## src/rtl/memctl_csr_pkg.sv

```systemverilog
package memctl_csr_pkg;

  localparam int unsigned MAX_MODULES = 16;
  localparam int unsigned IDX_W       = $clog2(MAX_MODULES);
  localparam int unsigned CNT_W       = $clog2(MAX_MODULES + 1);
  localparam int unsigned CSR_W       = 16;

  // Writable control bits
  localparam int unsigned BIT_PARITY_EN   = 0;
  localparam int unsigned BIT_WRONG_PAR   = 2;
  localparam int unsigned BIT_EXT_READ_EN = 14;

  function automatic logic [CSR_W-1:0] writableMask();
    logic [CSR_W-1:0] m;
    m = '0;
    m[BIT_PARITY_EN]   = 1'b1;
    m[BIT_WRONG_PAR]   = 1'b1;
    m[BIT_EXT_READ_EN] = 1'b1;
    return m;
  endfunction

  localparam logic [CSR_W-1:0] WRITE_MASK = writableMask();

  // Strobes from control to datapath
  typedef struct packed {
    logic              wrEn;
    logic              rdEn;
    logic [IDX_W-1:0]  idx;
    logic [CSR_W-1:0]  wrData;
  } csrStrobe_t;

endpackage

```

## src/rtl/memctl_csr_ctrl.sv

```systemverilog
module memctl_csr_ctrl
  import memctl_csr_pkg::*;
#(
  parameter int unsigned ADDR_W       = 16,
  parameter int unsigned SIZE_W       = 32,
  parameter int unsigned MODULE_SHIFT = 18
) (
  input  logic              clk,
  input  logic              rst,
  input  logic [SIZE_W-1:0] memSizeBytes,
  input  logic              reqValid,
  input  logic              reqWrite,
  input  logic [ADDR_W-1:0] reqAddr,
  input  logic [CSR_W-1:0]  reqWdata,
  output csrStrobe_t        strobe,
  output logic              rspReady,
  output logic              rspError,
  output logic [CNT_W-1:0]  modCount
);

  logic [SIZE_W-1:0] shiftedSize;
  logic [CNT_W-1:0]  sizeCount;
  logic [IDX_W-1:0]  reqIdx;
  logic              inRange;

  // Module count from size, saturated
  always_comb begin
    shiftedSize = memSizeBytes >> MODULE_SHIFT;
    if (shiftedSize > SIZE_W'(MAX_MODULES))
      sizeCount = CNT_W'(MAX_MODULES);
    else
      sizeCount = CNT_W'(shiftedSize);
  end

  // Word index from address bits [IDX_W:1]
  assign reqIdx  = reqAddr[IDX_W:1];
  assign inRange = CNT_W'(reqIdx) < modCount;

  always_comb begin
    strobe.wrEn   = reqValid && reqWrite  && inRange && !rst;
    strobe.rdEn   = reqValid && !reqWrite && inRange && !rst;
    strobe.idx    = reqIdx;
    strobe.wrData = reqWdata;
  end

  // Count is loaded only while reset is held
  always_ff @(posedge clk) begin
    if (rst) begin
      modCount <= sizeCount;
      rspReady <= 1'b0;
      rspError <= 1'b0;
    end else begin
      rspReady <= reqValid;
      rspError <= reqValid && !inRange;
    end
  end

endmodule

```

## src/rtl/memctl_csr_regs.sv

```systemverilog
module memctl_csr_regs
  import memctl_csr_pkg::*;
(
  input  logic             clk,
  input  logic             rst,
  input  csrStrobe_t       strobe,
  output logic [CSR_W-1:0] rspRdata
);

  logic [CSR_W-1:0] csrView [MAX_MODULES];

  for (genvar gi = 0; gi < MAX_MODULES; gi++) begin : gCsr
    logic [CSR_W-1:0] csrQ;
    always_ff @(posedge clk) begin
      if (rst)
        csrQ <= '0;
      else if (strobe.wrEn && (strobe.idx == IDX_W'(gi)))
        csrQ <= strobe.wrData & WRITE_MASK;
    end
    assign csrView[gi] = csrQ;
  end

  // Read data is zero unless a valid read was accepted
  always_ff @(posedge clk) begin
    if (rst)
      rspRdata <= '0;
    else if (strobe.rdEn)
      rspRdata <= csrView[strobe.idx];
    else
      rspRdata <= '0;
  end

endmodule

```

## src/rtl/memctl_csr_bank.sv

```systemverilog
module memctl_csr_bank
  import memctl_csr_pkg::*;
#(
  parameter int unsigned ADDR_W       = 16,
  parameter int unsigned SIZE_W       = 32,
  parameter int unsigned MODULE_SHIFT = 18
) (
  input  logic              clk,
  input  logic              rst,
  input  logic [SIZE_W-1:0] memSizeBytes,
  input  logic              reqValid,
  input  logic              reqWrite,
  input  logic [ADDR_W-1:0] reqAddr,
  input  logic [CSR_W-1:0]  reqWdata,
  output logic              rspReady,
  output logic [CSR_W-1:0]  rspRdata,
  output logic              rspError
);

  csrStrobe_t       strobe;
  logic [CNT_W-1:0] modCount;

  memctl_csr_ctrl #(
    .ADDR_W      (ADDR_W),
    .SIZE_W      (SIZE_W),
    .MODULE_SHIFT(MODULE_SHIFT)
  ) uCtrl (
    .clk         (clk),
    .rst         (rst),
    .memSizeBytes(memSizeBytes),
    .reqValid    (reqValid),
    .reqWrite    (reqWrite),
    .reqAddr     (reqAddr),
    .reqWdata    (reqWdata),
    .strobe      (strobe),
    .rspReady    (rspReady),
    .rspError    (rspError),
    .modCount    (modCount)
  );

  memctl_csr_regs uRegs (
    .clk     (clk),
    .rst     (rst),
    .strobe  (strobe),
    .rspRdata(rspRdata)
  );

endmodule

```

## config.mk

```make
export PLATFORM = sky130hd
export DESIGN_NAME = memctl_csr_bank
export DESIGN_NICKNAME = d
export VERILOG_FILES = /design/src/rtl/memctl_csr_pkg.sv /design/src/rtl/memctl_csr_ctrl.sv /design/src/rtl/memctl_csr_regs.sv /design/src/rtl/memctl_csr_bank.sv
export SDC_FILE = /design/constraint.sdc
export NUM_CORES = 1
export LEC_CHECK = 0
export ABC_AREA = 0
export BUFFER_PORTS_ARGS = -buffer_cell sky130_fd_sc_hd__buf_2
export CAP_MARGIN = 20
export CORE_ASPECT_RATIO = 0.6
export CORE_MARGIN = 1
export CORE_UTILIZATION = 30
export DETAILED_ROUTE_END_ITERATION = 7
export SYNTH_ARGS = -nofsm -noshare
export SYNTH_HDL_FRONTEND = slang
export SYNTH_SLANG_ARGS = --single-unit
```

## constraint.sdc

```tcl
create_clock -name clk -period 2.1 [get_ports clk]
set_clock_uncertainty 0.1 [all_clocks]
set_input_delay 0.525 -clock clk [delete_from_list [all_inputs] [get_ports clk]]
set_output_delay 0.525 -clock clk [all_outputs]
set_load 0.01 [all_outputs]
```

Yosys cells after proc, flatten, opt, wreduce, memory -nomap -nowiden
Cells that the tools add are included.
{"block": "totals", "ff_bits": 71, "input_bits": 68, "output_inout_bits": 18, "elab_cells": 71}
{"block": "op_classes", "n_lt_le_gt_ge": 3, "n_eq_ne": 15, "mux": 3, "bitwise": 2, "reduce_logical": 28}
{"cell": "$bmux W16 S4", "count": 1}
{"cell": "$eq A4 B4 Y1 const B", "count": 8}
{"cell": "$mux W16", "count": 2}
{"cell": "$logic_and A1 B1 Y1", "count": 23}
{"cell": "$eq A4 B3 Y1 const B", "count": 4}
{"cell": "$gt A14 B5 Y1 const B", "count": 1}
{"cell": "$eq A4 B2 Y1 const B", "count": 2}
{"cell": "$ge A5 B5 Y1 const B", "count": 1}
{"cell": "$lt A4 B5 Y1", "count": 1}
{"cell": "$not A4 Y5", "count": 1}
{"cell": "$eq A4 B1 Y1 const B", "count": 1}
{"cell": "$logic_not A4 Y1", "count": 1}
{"cell": "$logic_not A1 Y1", "count": 3}
{"cell": "$reduce_or A2 Y1", "count": 1}
{"cell": "$not A1 Y1", "count": 1}

Logic depth before layout (Yosys ltp)
Gate-level depths: netlist of the first run.
{"block": "depth", "word_depth": 6, "ltp_mapped": 8, "mapped_depth_nobuf": 6}

By module
A second synthesis of the first run with hierarchy kept.
{"block": "hier_totals", "hier_cells": 341, "hier_area_um2": 2979.1}
{"mod": "memctl_csr_regs", "n_inst": 1, "cells_per_inst": 286, "area_per_inst_um2": 2438.6, "seq_area_each_um2": 1021.0}
{"mod": "memctl_csr_ctrl", "n_inst": 1, "cells_per_inst": 55, "area_per_inst_um2": 540.5, "seq_area_each_um2": 190.2}

Least setup slack after synthesis of the first run
No wires, ideal clock.
{"block": "synth_timing", "path_kind": "input to register", "start": "input reqAddr[4]", "end": "register uRegs.gCsr[0].csrQ[2]", "setup_ns": 0.129, "arrival_ns": 1.959, "required_time_ns": 1.871, "setup_slack_ns": -0.087, "cell_stages": 5, "n_path_buf": 0, "path_cell_list": "ha_1 > nor2b_4 > a2111oi_4 > o21ai_2 > mux2i_1"}
{"block": "synth_between", "elab_chain_cells": 4, "elab_cells_between_ends": 5, "cone_classes": "order compare (1); reduce/logical (4)"}
{"item": "from (decl)", "line": "memctl_csr_bank.sv:13", "text": "input logic [ADDR_W-1:0] reqAddr,"}
{"item": "$lt A4 B5 Y1", "line": "memctl_csr_ctrl.sv:37", "text": "assign inRange = CNT_W'(reqIdx) < modCount;"}
{"item": "$logic_and A1 B1 Y1 (2 in series)", "line": "memctl_csr_ctrl.sv:40", "text": "strobe.wrEn = reqValid && reqWrite && inRange && !rst;"}
{"item": "$logic_and A1 B1 Y1 *", "line": "memctl_csr_regs.sv:17", "text": "else if (strobe.wrEn && (strobe.idx == IDX_W'(gi)))"}
{"item": "to (signal assigned)", "line": "memctl_csr_regs.sv:18", "text": "csrQ <= strobe.wrData & WRITE_MASK;"}
{"item": "to (decl)", "line": "memctl_csr_regs.sv:13", "text": "logic [CSR_W-1:0] csrQ;"}
Every way passes the cells marked *; elsewhere a longest branch is shown, timed or not.
A chain may end at the register's enable or synchronous reset.

Worst setup path in the final report of the first run
{"block": "layout_timing", "start": "register uCtrl.modCount[2]", "end": "register uRegs.gCsr[7].csrQ[14]"}
{"block": "layout_between", "elab_chain_cells": 4}
{"item": "from (decl)", "line": "memctl_csr_ctrl.sv:18", "text": "output logic [CNT_W-1:0] modCount"}
{"item": "from (signal assigned)", "line": "memctl_csr_ctrl.sv:49", "text": "modCount <= sizeCount;"}
{"item": "$lt A4 B5 Y1", "line": "memctl_csr_ctrl.sv:37"}
{"item": "$logic_and A1 B1 Y1 (2 in series)", "line": "memctl_csr_ctrl.sv:40"}
{"item": "$logic_and A1 B1 Y1", "line": "memctl_csr_regs.sv:17"}
{"item": "to (signal assigned)", "line": "memctl_csr_regs.sv:18"}
{"item": "to (decl)", "line": "memctl_csr_regs.sv:13"}
No other way between the ends.

==> results of run 1 <==
-- synth_stat cells, types with 4 or more instances --
library cell   n
and2_1         4
buf_4         15
clkbuf_1       8
dfxtp_1       53
edfxtp_1       5
inv_1          7
mux2i_1       51
mux4_2        12
nand2b_1      52
nor2_1        16
nor2b_1        4
nor3_1         6
o21ai_2        8
o21ai_4        7
-- power groups by stage --
stage | logic [mW] | clock network, mW | registers (mW)
finish | 0.290 | 1.44 | 1.14
detailed placement | 0.288 | 0 | 1.16
CTS | 0.289 | 1.47 | 1.13
global route | 0.314 | 1.51 | 1.14
floorplan | 0.193 | 0 | 1.16
global placement | 0.282 | 0 | 1.16
-- state kept, by name, summed over array words and instances, names as in the netlist --
name             flops
uRegs.gCsr.csrQ     48
uRegs.rspRdata       3
uCtrl.modCount       5
uCtrl.rspReady       1
uCtrl.rspError       1
-- critical path: cells and delay by family, from the launching register on --
| family | cells | cell delay [ps] |
|---|---|---|
| AOI/OAI and AO/OA | 1 | 290 |
| adders and majority gates | 1 | 300 |
| buffers and inverters | 2 | 230 |
| DFF | 1 | 310 |
| muxes | 1 | 230 |
| and+or+nand+nor | 2 | 420 |
-- through the flow --
stage,power [mW],setup TNS [ps],setup WS (ps),hold slack [ps],area [µm²]
after floorplan,1.35,-0.488,-0.488,349,3200
after global placement,1.44,-3980,-133,358,3510
after detailed placement,1.44,-5450,-168,367,3510
after CTS,2.90,0,114,373,3800
after global routing,2.96,-131,-57.4,392,3800
final,2.86,0,124,377,3800
-- worst paths after layout --
path                                from                      to  slack [ps]  cells past startpoint
setup / recovery       uCtrl.modCount[2]  uRegs.gCsr[7].csrQ[14]         120                      7
hold / removal    uRegs.gCsr[15].csrQ[2]  uRegs.gCsr[15].csrQ[2]         380                      2
hold reg to reg   uRegs.gCsr[15].csrQ[2]  uRegs.gCsr[15].csrQ[2]         380                      2
setup reg to reg       uCtrl.modCount[2]  uRegs.gCsr[7].csrQ[14]         120                      7
-- routing by layer --
| layer | vias to the layer above | wire [µm] | share of wire | GRT usage |
|---|---|---|---|---|
| met1 | 1050 | 3990 | 0.53 | 0.222 |
| met5 | - | 0 | 0 | 0 |
| met4 | 0 | 129 | 0.017 | 0.0618 |
| met3 | 10 | 479 | 0.063 | 0.0493 |
| met2 | 55 | 2980 | 0.39 | 0.223 |
| li1 | 1058 | - | - | - |
-- layout make-up --
cell class	count	share of cell area
multi-input cells	202	0.469
flip-flops and latches	58	0.318
repair buffers	44	0.0842
clock buffers	12	0.0648
well taps	135	0.0444
clock inverters	3	0.0105
inverters	9	0.00888
-- cells by family after synthesis --
| logic type | after synthesis | synth area share |
|---|---|---|
| other | 1 | 0.00119 |
| adder cells (fa/ha/maj) | 3 | 0.0120 |
| multiplexers | 63 | 0.249 |
| AO/OA/AOI/OAI | 26 | 0.0944 |
| AND/OR/NAND/NOR | 97 | 0.190 |
| buffers and inverters | 37 | 0.0677 |
| flip-flops | 58 | 0.386 |
==> flow_summary.ini, run 1 <==
[global_routing]
grt_pass1_vias = 2260
grt_first_pass_wirelength_um = 12400
antenna_found_initial = 0
globalRoute.totalOverflow = 0
track_usage = 0.158
grt_start_max_net_pins = 32

[critical_path]
end_kind = flop
crit_arrival_ps = 2140
worst_path_max_delay_cell = or3_1
crit_path_max_fanout = 17
critPathMaxStageDelay_ps = 390
path_class = reg2reg
required_ps = 2260
worst_setup_path_start_kind = flop
path_cells = inv_1 > ha_2 > nor3_1 > or3_1 > buf_12 > o21ai_2 > mux2i_1

[logic_synthesis]
synth_flop_cell = dfxtp_1
ys_seq_elements = 58
synth.avg_cell_area_um2 = 11.0
ys_types = 39
yosysSeqAreaShare = 0.386
syn_inst = 285
synthArstFlopShare = 0
yosys-top-cells-area = dfxtp_1 34%, mux2i_1 16%, nand2b_1 10%
synth_top_area_share = 0.338
synth-edff-count = 5
yosysTopAreaCell = dfxtp_1
synthesis.area_um2 = 3140
synth_warnings = 0

[clock_network]
cts_root_buf = clkbuf_16
cts_max_path_buffers = 2
htreeDepth = 3
cts_tree = yes
clk_latency_ps = 340
hold_buffers = 0
cts_sinks = 58
numCtsBuffers = 9
cts_resized = 0
cts_setup_buffers = 0
clkSlewWorstSetupHoldPaths_ps = 50

[timing]
rsz0062_at_grt = yes
max_freq_mhz = 506
fin_crit_ps = 1980
finalCritPeriodShare = 0.941
setup-violations-final = 0
hold_viol = 0
slew_viol_final = 0

[floorplan]
num_rows = 28
core_um2 = 10000
dieArea_um2 = 10900
initial_core_util = 0.313
die_w_um = 134
die_h_um = 81.3
io_pins = 86

[routing]
drtIter0Drc = 150
drt.antenna.violating_nets = 0
wl_um = 7580
drc = 0
dr_total_vias = 2173
vias_per_cell = 4.69
dr.pass1.iters = 4
routedWlPerCell_um = 16.4

[pwr]
seqPwrFrac = 0.397
combPwrFrac = 0.102
powerDensity_nw_per_um2 = 752
power_leakage_nw = 1.69
internal_power_mw = 2.19
switchingPower_uw = 671
ir_drop_v = 0.000352
power_frac_clock = 0.502
swShare = 0.235

[run]
cap_violations = 0

[placement]
dp.cells = 448
gp_congestion = 0.802
dp_hpwl_um = 5500
portBuffers = 29

[status]
status = completed

[hold_path]
min_path_type = reg2reg

[finish]
nets = 395
final_common_cell = dfxtp_1
drive_gt1_frac = 0.284
area_growth_pct = 21.1
fill_cells = 986
final_core_util = 0.380
multi_input_area_um2 = 1780
seq_area_um2 = 1210
antenna_cells = 0
mostFrequentLayoutCells = 53 x dfxtp_1, 52 x nand2b_1, 51 x mux2i_1, 29 x buf_2, 16 x nor2_1
instances_no_fill = 463
No activity file was read; power rests on OpenSTA's default activity.
==> inputs of run 2 (changes only) <==
Settings changed: ABC_AREA 0 to 1, SLEW_MARGIN set to 20.
==> run 2 against run 1 <==
Net effect:
- clock-buffer cell count stayed put
- maximum frequency rose by 10%
- power is 4.9% higher
- utilization shrank 0.94 points
- synthesized area up 5.0%
- sequential share of layout area is 1.1 points lower
- largest cell class unchanged
==> flow_summary.ini, run 2 <==
[critical_path]
crit_path_max_fanout = 32
crit_arrival_ps = 1920
worst_setup_path_start_kind = flop
end_kind = flop
required_ps = 2230
path_class = reg2reg

[finish]
antenna_cells = 0
seq_area_um2 = 1210
nets = 599
top_regs = uRegs.gCsr.csrQ (48), uCtrl.modCount (5), uRegs.rspRdata (3)
final_common_cell = nor2_1
fill_cells = 1107
regMostFlops = uRegs.gCsr.csrQ
mostFrequentLayoutCells = 131 x nor2_1, 105 x nand2_1, 57 x nand4_1, 53 x dfxtp_1, 38 x inv_1
area_growth_pct = 19.3
multi_input_area_um2 = 1730
largest_reg_flops = 48
drive_gt1_frac = 0.169
instances_no_fill = 671
final_core_util = 0.370

[global_routing]
globalRoute.totalOverflow = 0
grt_start_max_net_pins = 49
grt_pass1_vias = 3035
track_usage = 0.172
grt_first_pass_wirelength_um = 14800
antenna_found_initial = 0

[timing]
hold_viol = 0
whs_ps = 381
setup-violations-final = 0
slew_viol_final = 0
finalCritPeriodShare = 0.853
max_freq_mhz = 558
rsz0062_at_grt = no
fin_crit_ps = 1790
tns_ps = 0

[run]
cap_violations = 0

[clock_network]
hold_buffers = 0
cts_setup_buffers = 0
cts_sinks = 58
cts_resized = 0
cts_root_buf = clkbuf_16
cts_max_path_buffers = 2
htreeDepth = 3
clkSlewWorstSetupHoldPaths_ps = 50
numCtsBuffers = 9
clk_latency_ps = 330
cts_tree = yes

[logic_synthesis]
yosys-top-cells-area = dfxtp_1 32%, nor2_1 15%, nand2_1 12%
synth.avg_cell_area_um2 = 6.65
synth_top_family_by_area = simple AND/OR/NAND/NOR gates
synthArstFlopShare = 0
synth_xor_area_frac = 0
synth_mux_area_frac = 0
synth-edff-count = 5
syn_inst = 496
synth_compound_area_frac = 0.00152
synth_warnings = 0
yosysSeqAreaShare = 0.367
yosysTopAreaCell = dfxtp_1
synth-adder-area-share = 0.0114
synthesis.area_um2 = 3300
yosysMostFrequentCell = nor2_1
synth_top_area_share = 0.322
yosys-top-cells-count = 131 x nor2_1, 105 x nand2_1, 57 x nand4_1, 53 x dfxtp_1, 38 x inv_1
synth-simple-area-share = 0.496
ys_types = 25
synth_flop_cell = dfxtp_1
ys_seq_elements = 58

[floorplan]
initial_core_util = 0.310
num_rows = 29
dieArea_um2 = 11400
die_h_um = 83.2
core_um2 = 10600
die_w_um = 137
io_pins = 86

[routing]
drt.antenna.violating_nets = 0
drtIter0Drc = 296
routedWlPerCell_um = 13.1
wl_um = 8760
vias_per_cell = 4.76
dr_total_vias = 3195
dr.pass1.iters = 5
drc = 0

[pwr]
ir_drop_v = 0.000376
finalPower_mw = 3.00
powerDensity_nw_per_um2 = 762
power_leakage_nw = 1.68

[placement]
portBuffers = 29
dp_hpwl_um = 6390
gp_congestion = 0.867
dp.cells = 656

[hold_path]
min_path_type = reg2reg

[status]
status = completed
run 2: final cells by class:
cell class,count,area share
Tap cell,139,0.0442
Clock buffer,12,0.0706
Inverter,44,0.0426
Multi-Input combinational cell,366,0.439
Timing Repair Buffer,49,0.0846
Clock inverter,3,0.0114
Sequential cell,58,0.308
run 2: final timing paths:
path | start | to | slack, ps | depth (start not counted)
hold / removal | uRegs.gCsr[4].csrQ[14] | uRegs.gCsr[4].csrQ[14] | 380 | 2
setup reg to reg | uCtrl.modCount[2] | uRegs.gCsr[7].csrQ[14] | 310 | 11
setup / recovery | uCtrl.modCount[2] | uRegs.gCsr[7].csrQ[14] | 310 | 11
hold reg to reg | uRegs.gCsr[4].csrQ[14] | uRegs.gCsr[4].csrQ[14] | 380 | 2
run 2: cell families (layout without fill, tap and decap cells):
family	after synthesis	after routing
and+or+nand+nor	349	349
AOI/OAI and AO/OA	1	1
other	1	13
DFF	58	58
adders and majority gates	3	3
buffers and inverters	84	108
run 2: power by group:
group / switching, mW / internal (mW) / leakage (nW)
Sequential: 0.00541 / 1.13 / 0.475
Combinational: 0.214 / 0.0967 / 1.05
Clock: 0.509 / 1.05 / 0.152
Total: 0.728 / 2.27 / 1.68
run 2: per-layer routing:
layer	global-route usage	vias to the layer above	wire, µm
li1	-	1636	-
met1	0.251	1439	4490
met2	0.228	109	3370
met3	0.0672	11	776
met4	0.0500	0	122
met5	0	-	0
run 2: stage by stage:
stage | area [µm²] | setup WS [ps]
after global placement | 3610 | 47.2
final | 3940 | 308
after detailed placement | 3610 | 19.7
after global routing | 3940 | 163
after floorplan | 3340 | 279
after CTS | 3940 | 309
run 2: worst max-delay path: stages (launching register included):
cell	delay (ps)
edfxtp_1	360
inv_1	60
ha_1	230
nand2_1	60
nand2_1	50
nand2_1	110
nand2_1	110
nor2_4	170
buf_12	200
nand4_1	100
nand2_1	80
nor2_1	50
